$ cat config.mk
export PLATFORM = sky130hd
export DESIGN_NAME = sercc_regs
export DESIGN_NICKNAME = d
export VERILOG_FILES = /design/src/rtl/sercc_pkg.sv /design/src/rtl/sercc_ratediv.sv /design/src/rtl/sercc_irq.sv /design/src/rtl/sercc_cmd.sv /design/src/rtl/sercc_chan.sv /design/src/rtl/sercc_regs.sv
export SDC_FILE = /design/constraint.sdc
export NUM_CORES = 1
export LEC_CHECK = 0
export ABC_CLOCK_PERIOD_IN_PS = 3900
export CAP_MARGIN = 30
export CORE_MARGIN = 1.5
export CORE_UTILIZATION = 45
export DETAILED_ROUTE_END_ITERATION = 10
export PLACE_DENSITY = 0.67
export RECOVER_POWER = 50
export SYNTH_ARGS = -nofsm -noshare
export SYNTH_HDL_FRONTEND = slang
export SYNTH_SLANG_ARGS = --single-unit
$ cat constraint.sdc
create_clock -name clk -period 3.9 [get_ports clk]
set_clock_uncertainty 0.2 [all_clocks]
set_input_delay 0.585 -clock clk [delete_from_list [all_inputs] [get_ports clk]]
set_output_delay 0.585 -clock clk [all_outputs]
set_load 0.03 [all_outputs]
$ cat src/rtl/sercc_pkg.sv
package sercc_pkg;
  localparam logic [15:0] A_STATUS  = 16'h0000;
  localparam logic [15:0] A_MASK    = 16'h0010;
  localparam logic [15:0] A_ENABLE  = 16'h0014;
  localparam logic [15:0] A_CMD     = 16'h2C24;
  localparam logic [15:0] A_CMDRSP  = 16'h2C2C;
  localparam logic [7:0]  O_CRC     = 8'h00;
  localparam logic [7:0]  O_SHIFT   = 8'h40;
  localparam logic [7:0]  O_DIV     = 8'h44;
  localparam logic [7:0]  OP_ON     = 8'h00;
  localparam logic [7:0]  OP_OFF_D0 = 8'h10;
  localparam logic [7:0]  OP_OFF_D1A = 8'h30;
  localparam logic [7:0]  OP_OFF_D1B = 8'h50;
  localparam logic [31:0] RSP_OK    = 32'h0000_FFFF;
  localparam int unsigned BASE_RATE = 8064000;
endpackage

$ cat src/rtl/sercc_ratediv.sv
module sercc_ratediv #(
  parameter int NUM_W = 24,
  parameter int DEN_W = 9
) (
  input  logic             clk,
  input  logic             rst_n,
  input  logic             start,
  input  logic [NUM_W-1:0] num,
  input  logic [DEN_W-1:0] den,
  output logic [NUM_W-1:0] quo_o,
  output logic             valid_o
);
  localparam int CNT_W = $clog2(NUM_W + 1);
  localparam int PW    = NUM_W + DEN_W;

  logic             busy, valid;
  logic [CNT_W-1:0] cnt;
  logic [DEN_W-1:0] rem, den_l;
  logic [NUM_W-1:0] quo, num_l;
  logic [DEN_W:0]   trial, diff;
  logic             fits;

  always_comb begin
    trial = {rem, quo[NUM_W-1]};
    fits  = trial >= {1'b0, den_l};
    diff  = trial - {1'b0, den_l};
  end

  always_ff @(posedge clk) begin
    if (!rst_n) begin
      busy <= 1'b0; valid <= 1'b0; cnt <= '0;
      rem <= '0; quo <= '0; num_l <= '0; den_l <= DEN_W'(1);
    end else if (start) begin
      busy <= 1'b1; valid <= 1'b0; cnt <= '0;
      rem <= '0; quo <= num; num_l <= num; den_l <= den;
    end else if (busy) begin
      rem <= fits ? diff[DEN_W-1:0] : trial[DEN_W-1:0];
      quo <= {quo[NUM_W-2:0], fits};
      cnt <= cnt + 1'b1;
      if (cnt == CNT_W'(NUM_W - 1)) begin
        busy  <= 1'b0;
        valid <= 1'b1;
      end
    end
  end

  assign quo_o   = valid ? quo : '0;
  assign valid_o = valid;

  assert_busy_not_valid_R5: assert property (@(posedge clk) disable iff (!rst_n)
    busy |-> !valid);
  assert_quotient_exact_R5: assert property (@(posedge clk) disable iff (!rst_n)
    valid |-> ((PW'(quo) * PW'(den_l) <= PW'(num_l)) &&
               (PW'(num_l) - PW'(quo) * PW'(den_l) < PW'(den_l))));
endmodule

$ cat src/rtl/sercc_irq.sv
module sercc_irq #(
  parameter int NCH = 4
) (
  input  logic             clk,
  input  logic             rst_n,
  input  logic [NCH-1:0]   set_tx,
  input  logic [NCH-1:0]   set_rx,
  input  logic             st_we,
  input  logic             mask_we,
  input  logic [2*NCH-1:0] wdata,
  output logic [2*NCH-1:0] status_o,
  output logic [2*NCH-1:0] mask_o,
  output logic             irq_o
);
  localparam int ST_W = 2 * NCH;

  logic [ST_W-1:0] status_q, mask_q, sets, st_n, mask_n;
  logic [1:0]      quiet_q;
  logic            irq_q, upd, pend;

  always_comb begin
    sets   = {set_rx, set_tx};
    st_n   = (status_q & ~(st_we ? wdata : '0)) | sets;
    mask_n = mask_we ? wdata : mask_q;
    upd    = st_we | mask_we | (|sets);
    pend   = |(st_n & mask_n);
  end

  always_ff @(posedge clk) begin
    if (!rst_n) begin
      status_q <= '0; mask_q <= '0; quiet_q <= '0; irq_q <= 1'b0;
    end else begin
      status_q <= st_n;
      mask_q   <= mask_n;
      if (upd) begin
        if (pend) begin
          irq_q   <= 1'b1;
          quiet_q <= '0;
        end else if (quiet_q == 2'd2) begin
          irq_q   <= 1'b0;
          quiet_q <= '0;
        end else begin
          quiet_q <= quiet_q + 1'b1;
        end
      end
    end
  end

  assign status_o = status_q;
  assign mask_o   = mask_q;
  assign irq_o    = irq_q;

  assert_irq_when_pending_R3: assert property (@(posedge clk) disable iff (!rst_n)
    ((status_q & mask_q) != '0) |-> irq_q);
  assert_irq_fall_on_update_R4: assert property (@(posedge clk) disable iff (!rst_n)
    $fell(irq_q) |-> $past(upd));
  assert_status_sticky_R2: assert property (@(posedge clk) disable iff (!rst_n)
    !st_we |=> ((status_q & $past(status_q)) == $past(status_q)));
endmodule

$ cat src/rtl/sercc_cmd.sv
module sercc_cmd #(
  parameter int NCH = 4
) (
  input  logic                   clk,
  input  logic                   rst_n,
  input  logic                   dialect,
  input  logic                   cmd_we,
  input  logic [7:0]             opcode,
  input  logic [$clog2(NCH)-1:0] chan,
  output logic [NCH-1:0]         on_o
);
  import sercc_pkg::*;

  logic [NCH-1:0] on_q;
  logic           is_on, is_off, known;

  always_comb begin
    is_on  = opcode == OP_ON;
    is_off = dialect ? (opcode == OP_OFF_D1A || opcode == OP_OFF_D1B)
                     : (opcode == OP_OFF_D0);
    known  = is_on | is_off;
  end

  always_ff @(posedge clk) begin
    if (!rst_n) on_q <= '0;
    else if (cmd_we && known && (int'(chan) < NCH)) on_q[chan] <= is_on;
  end

  assign on_o = on_q;

  assert_ignored_opcode_R10: assert property (@(posedge clk) disable iff (!rst_n)
    (cmd_we && opcode != OP_ON && opcode != OP_OFF_D0 && opcode != OP_OFF_D1A &&
     opcode != OP_OFF_D1B) |=> $stable(on_q));
  assert_off_dialect0_R8: assert property (@(posedge clk) disable iff (!rst_n)
    (cmd_we && !dialect && opcode == OP_OFF_D0) |=> !on_q[$past(chan)]);
endmodule

$ cat src/rtl/sercc_chan.sv
module sercc_chan #(
  parameter int SHIFT_W = 5,
  parameter int DIV_W   = 8,
  parameter int RATE_W  = 24
) (
  input  logic               clk,
  input  logic               rst_n,
  input  logic               crc_we,
  input  logic               shift_we,
  input  logic               shift_re,
  input  logic               div_we,
  input  logic [31:0]        wdata,
  output logic [31:0]        crc_ctrl_o,
  output logic [SHIFT_W-1:0] shift_o,
  output logic [DIV_W-1:0]   div_o,
  output logic [2:0]         crc_bytes_o,
  output logic [RATE_W-1:0]  rate_o,
  output logic               valid_o
);
  import sercc_pkg::*;

  logic [31:0]        crc_q;
  logic [SHIFT_W-1:0] shift_q, shift_src, shift_eff;
  logic [DIV_W-1:0]   div_q;
  logic [RATE_W-1:0]  num;
  logic [DIV_W:0]     den;
  logic               start;

  always_ff @(posedge clk) begin
    if (!rst_n) begin
      crc_q <= '0; shift_q <= '0; div_q <= '0;
    end else begin
      if (crc_we)   crc_q   <= wdata;
      if (shift_we) shift_q <= wdata[SHIFT_W-1:0];
      if (div_we)   div_q   <= wdata[DIV_W-1:0];
    end
  end

  always_comb begin
    shift_src = shift_we ? wdata[SHIFT_W-1:0] : shift_q;
    shift_eff = (shift_src == SHIFT_W'(8)) ? '0 : shift_src;
    num       = RATE_W'(BASE_RATE) >> shift_eff;
    den       = {1'b0, div_q} + 1'b1;
    start     = shift_we | shift_re;
    crc_bytes_o = (crc_q == 32'h0000_000A) ? 3'd4 : 3'd2;
  end

  sercc_ratediv #(.NUM_W(RATE_W), .DEN_W(DIV_W + 1)) u_div (
    .clk(clk), .rst_n(rst_n), .start(start), .num(num), .den(den),
    .quo_o(rate_o), .valid_o(valid_o)
  );

  assign crc_ctrl_o = crc_q;
  assign shift_o    = shift_q;
  assign div_o      = div_q;

  assert_crc_len_legal_R7: assert property (@(posedge clk) disable iff (!rst_n)
    (crc_bytes_o == 3'd2) || (crc_bytes_o == 3'd4));
  assert_div_write_keeps_rate_R6: assert property (@(posedge clk) disable iff (!rst_n)
    (div_we && valid_o && !start) |=> ($stable(rate_o) && valid_o));
endmodule

$ cat src/rtl/sercc_regs.sv
module sercc_regs #(
  parameter int NCH     = 4,
  parameter int SHIFT_W = 5,
  parameter int DIV_W   = 8,
  parameter int RATE_W  = 24
) (
  input  logic                  clk,
  input  logic                  rst_n,
  input  logic                  dialect,
  input  logic                  req_valid,
  input  logic                  req_write,
  input  logic [15:0]           req_addr,
  input  logic [31:0]           req_wdata,
  output logic                  rsp_valid,
  output logic [31:0]           rsp_rdata,
  input  logic [NCH-1:0]        tx_done_set,
  input  logic [NCH-1:0]        rx_frame_set,
  output logic                  irq,
  output logic [NCH-1:0]        chan_on,
  output logic [NCH-1:0]        tx_en,
  output logic [NCH-1:0]        rx_en,
  output logic [NCH*3-1:0]      crc_bytes,
  output logic [NCH*RATE_W-1:0] chan_rate,
  output logic [NCH-1:0]        rate_valid
);
  import sercc_pkg::*;

  localparam int ST_W = 2 * NCH;
  localparam int CH_W = $clog2(NCH);

  logic            wr, rd;
  logic [7:0]      win, offs;
  logic            in_chan;
  logic [7:0]      chan_idx;
  logic [ST_W-1:0] status, mask, en_q;
  logic [31:0]     rd_mux, rdata_q;
  logic            rvalid_q;

  logic [31:0]        crc_a   [NCH];
  logic [SHIFT_W-1:0] shift_a [NCH];
  logic [DIV_W-1:0]   div_a   [NCH];

  always_comb begin
    wr       = req_valid & req_write;
    rd       = req_valid & ~req_write;
    win      = req_addr[15:8];
    offs     = req_addr[7:0];
    in_chan  = (win >= 8'd1) && (int'(win) <= NCH);
    chan_idx = win - 8'd1;
  end

  sercc_irq #(.NCH(NCH)) u_irq (
    .clk(clk), .rst_n(rst_n), .set_tx(tx_done_set), .set_rx(rx_frame_set),
    .st_we(wr && req_addr == A_STATUS), .mask_we(wr && req_addr == A_MASK),
    .wdata(req_wdata[ST_W-1:0]), .status_o(status), .mask_o(mask), .irq_o(irq)
  );

  sercc_cmd #(.NCH(NCH)) u_cmd (
    .clk(clk), .rst_n(rst_n), .dialect(dialect),
    .cmd_we(wr && req_addr == A_CMD), .opcode(req_wdata[19:12]),
    .chan(req_wdata[CH_W-1:0]), .on_o(chan_on)
  );

  always_ff @(posedge clk) begin
    if (!rst_n) en_q <= '0;
    else if (wr && req_addr == A_ENABLE) en_q <= req_wdata[ST_W-1:0];
  end

  for (genvar n = 0; n < NCH; n++) begin : g_ch
    logic hit;
    assign hit = in_chan && (int'(chan_idx) == n);
    assign tx_en[n] = en_q[2*n];
    assign rx_en[n] = en_q[2*n+1];

    sercc_chan #(.SHIFT_W(SHIFT_W), .DIV_W(DIV_W), .RATE_W(RATE_W)) u_chan (
      .clk(clk), .rst_n(rst_n),
      .crc_we(wr && hit && offs == O_CRC),
      .shift_we(wr && hit && offs == O_SHIFT),
      .shift_re(rd && hit && offs == O_SHIFT),
      .div_we(wr && hit && offs == O_DIV),
      .wdata(req_wdata),
      .crc_ctrl_o(crc_a[n]), .shift_o(shift_a[n]), .div_o(div_a[n]),
      .crc_bytes_o(crc_bytes[3*n +: 3]),
      .rate_o(chan_rate[RATE_W*n +: RATE_W]),
      .valid_o(rate_valid[n])
    );
  end

  always_comb begin
    rd_mux = '0;
    if (in_chan) begin
      for (int n = 0; n < NCH; n++) begin
        if (int'(chan_idx) == n) begin
          case (offs)
            O_CRC:   rd_mux = crc_a[n];
            O_SHIFT: rd_mux = 32'(shift_a[n]);
            O_DIV:   rd_mux = 32'(div_a[n]);
            default: rd_mux = '0;
          endcase
        end
      end
    end else begin
      case (req_addr)
        A_STATUS: rd_mux = 32'(status);
        A_MASK:   rd_mux = 32'(mask);
        A_ENABLE: rd_mux = 32'(en_q);
        A_CMDRSP: rd_mux = RSP_OK;
        default:  rd_mux = '0;
      endcase
    end
  end

  always_ff @(posedge clk) begin
    if (!rst_n) begin
      rvalid_q <= 1'b0; rdata_q <= '0;
    end else begin
      rvalid_q <= rd;
      rdata_q  <= rd ? rd_mux : '0;
    end
  end

  assign rsp_valid = rvalid_q;
  assign rsp_rdata = rdata_q;

  assert_rsp_after_read_R12: assert property (@(posedge clk) disable iff (!rst_n)
    rsp_valid |-> $past(req_valid && !req_write));
  assert_rsp_for_each_read_R12: assert property (@(posedge clk) disable iff (!rst_n)
    (req_valid && !req_write) |=> rsp_valid);
  assert_enable_fields_R1: assert property (@(posedge clk) disable iff (!rst_n)
    (wr && req_addr == A_ENABLE) |=> (tx_en[0] == $past(req_wdata[0]) &&
                                      rx_en[0] == $past(req_wdata[1])));
endmodule

==> qor.txt <==
status - complete, but fails checks
failing checks - setup timing
peak supply drop - 0.000340 V
layout cell share with drive strength beyond 1 - 0.112
via count - 23000
First DRT Iteration DRCs - 2133
min cycle time layout - 3.91 ns
Pleak - 11.3 nW
setup_tns - -0.00758 ns
Slew @ Worst Pin - 1.22 ns
Setup-failing EPs final - 1
CTS HTree Levels - 2
Post-Syn Instances - 2941
nets - 3399
Critical Path End Type - flip-flop
Skew-Pair Late Insertion Delay - 0.61 ns
Hold Vio Cnt, Final - 0
number of global-route vias before repair - 22300
GR Overflow Total - 0
syn_area_per_cell - 8.08 sq um
Pre-Repair DR Iteration Count - 6
CTS root buffer - clkbuf_16
final wirelength - 76700 um
placed cells - 3895
Critical Path Source Type - input port
die width - 233 um
die height - 233 um
worst rel slew slack - 0.190
IO Count - 219
Hold Crit Class - reg -> reg
Cell Pwr Density - 321 nW/um^2
crit path DAT - 4.19 ns
number of flops mapped to enable cells by yosys - 0
period utilisation layout - 1.00
clock buffer depth - 3
final worst slack - -0.00758 ns
Slew Limit Fails - 0
total track usage - 0.278
CTS tree - built
clock-pin transition on the worst setup and hold timing paths - 0.06 ns
Hold-fix buffers, CTS - 0
first-pass GRT wire length - 121000 um
area delta synth->final - 24.4%
DR vias/cell - 5.77
Final Core Density - 0.565
Max Cap Viol - 0
post-synthesis cell area - 23800 sq um
Filler Cell Count - 4850
final antenna-violating net count - 0
DPL Wire Length - 55500 um
Critical Path RT - 4.18 ns
Non-Filler Instances - 3991
final hold slack - 0.252 ns
Syn. warnings - 0
initial core utilization - 0.454
Seq/Total Area, Yosys - 0.371
total CTS buffers - 49
RSZ-0062 raised after global routing - false
register bit total from synthesis - 440
port bufs - 214
CTS Sinks - 440
synth unique cells - 83
Rows - 84
post-place setup slack - -0.696 ns
routability cong. - 0.954
drt drc - 0
largest net degree at the start of global routing - 163
die area - 54200 sq um
Highest Clock Rate - 256 MHz
critical-path maximum fanout - 9
core area - 52300 sq um
initial antenna violation count - 4
asr flop ratio synth - 0
CP Class - in -> reg
Routed WL per cell - 19.2 um
Primary FF master, synth - dfxtp_1
==> per-stage QoR <==
step	cell area, sq um	power [W]
global placement	28100	0.00495
detailed placement	28100	0.00496
floorplan	23800	0.00476
finish	29600	0.00948
global route	29600	0.00976
CTS	29700	0.00956
==> cells in the mapped netlist (23+ instances only) <==
master / number / share of area
nand2_1: 503 / 0.079
mux2i_1: 105 / 0.044
and2_1: 118 / 0.031
nor2_1: 170 / 0.027
nor3_1: 26 / 0.0055
and3_1: 23 / 0.0061
inv_1: 69 / 0.011
xor2_1: 28 / 0.010
o211a_1: 33 / 0.014
o211ai_1: 24 / 0.0076
a21oi_1: 147 / 0.031
dfxtp_1: 440 / 0.37
xnor2_1: 36 / 0.013
o22ai_1: 26 / 0.0068
nand4_1: 34 / 0.0089
ha_1: 73 / 0.038
o21ai_0: 214 / 0.045
nor4_1: 36 / 0.0095
nor2b_1: 62 / 0.016
a211oi_1: 31 / 0.0098
a222oi_1: 34 / 0.014
nand3_1: 57 / 0.012
a22oi_1: 25 / 0.0079
clkbuf_1: 166 / 0.026
a21boi_0: 177 / 0.056
==> cells in the final DEF, fill, tap and decap left out, types with 34 or more instances in the layout <==
cell               n
and2_1           116
a21oi_1          146
clkdlybuf4s50_1  164
a222oi_1          34
ha_1              73
xnor2_1           36
clkbuf_16         49
nor2b_1           62
inv_1             69
a21boi_0         177
dfxtp_1          440
nand3_1           57
o21ai_0          213
clkbuf_1          42
nor2_1           168
buf_4            207
nand4_1           35
nor4_1            34
mux2i_1          103
nand2_1          505
dlygate4sd3_1     49
==> cell type report <==
class	instances	area [sq um]	share of cell area
inverter	74	278	0.00940
sequential	440	8810	0.298
timing repair buffer	469	4100	0.139
multi-input combinational	2227	13900	0.470
tap	688	861	0.0291
clock inverter	15	181	0.00614
antenna	3	7.51	0.000254
clock buffer	75	1420	0.0482
==> cell families after synthesis <==
group | synth area share
other cells | 0.000158
buf+inv | 0.0468
flops | 0.371
fa+ha+maj | 0.0418
compound gates | 0.234
simple gates | 0.227
mux | 0.0568
xor+xnor | 0.0236
==> power breakdown <==
part	switching, W	total [W]	internal, W	leakage [nW]
combinational	0.000208	0.000354	0.000146	7.00
sequential	0.00000525	0.00451	0.00450	3.55
clock	0.00196	0.00462	0.00266	0.783
==> routing by layer <==
layer | wire length, um | part of all wire | vias to the layer above | global-route usage
met5 | 0 | 0 | - | 0
met4 | 2630 | 0.034 | 0 | 0.105
met3 | 5110 | 0.067 | 165 | 0.0377
met2 | 36500 | 0.48 | 836 | 0.475
met1 | 32500 | 0.42 | 11000 | 0.355
li1 | - | - | 11100 | -
==> flip-flops by register name (all words and copies together), names as in the netlist <==
name,flops
u_cmd.on_o,4
g_ch.u_chan.shift_o,20
u_irq.quiet_q,2
rsp_rdata,32
g_ch.u_chan.div_o,32
g_ch.u_chan.u_div.den_l,36
en_q,8
g_ch.u_chan.u_div.quo,96
u_irq.status_o,8
rsp_valid,1
g_ch.u_chan.u_div.cnt,20
g_ch.u_chan.u_div.valid_o,4
u_irq.mask_o,8
g_ch.u_chan.crc_ctrl_o,128
u_irq.irq_o,1
g_ch.u_chan.u_div.busy,4
g_ch.u_chan.u_div.rem,36
==> what timing repair did <==
action / 4_1_cts / 5_1_grt
resized for setup: 1 / 3
buffers inserted: 0 / 3
setup endpoints to repair: 7 / 4
endpoints found under the hold margin: 0 / 0
==> path summary, 6_finish.rpt <==
kind	from	endpoint	slack [ns]	depth (start not counted)
min	g_ch[3].u_chan.u_div.rem[8]	g_ch[3].u_chan.u_div.rem[8]	0.25	2
max	req_addr[8]	u_irq.irq_o	-0.008	10
max reg2reg	g_ch[3].u_chan.u_div.quo[23]	g_ch[3].u_chan.u_div.rem[2]	0.92	10
min reg2reg	g_ch[3].u_chan.u_div.rem[8]	g_ch[3].u_chan.u_div.rem[8]	0.25	2
==> critical path, cell delays in order <==
cell	delay, ns
clkdlybuf4s50_1	0.52
buf_4	0.22
or3_1	0.37
nor4b_1	0.75
and2_1	0.38
buf_12	0.18
mux2i_1	0.25
o22ai_1	0.10
or4_4	0.57
a31o_2	0.25
Note: power is estimated with default switching activity, not from simulation.
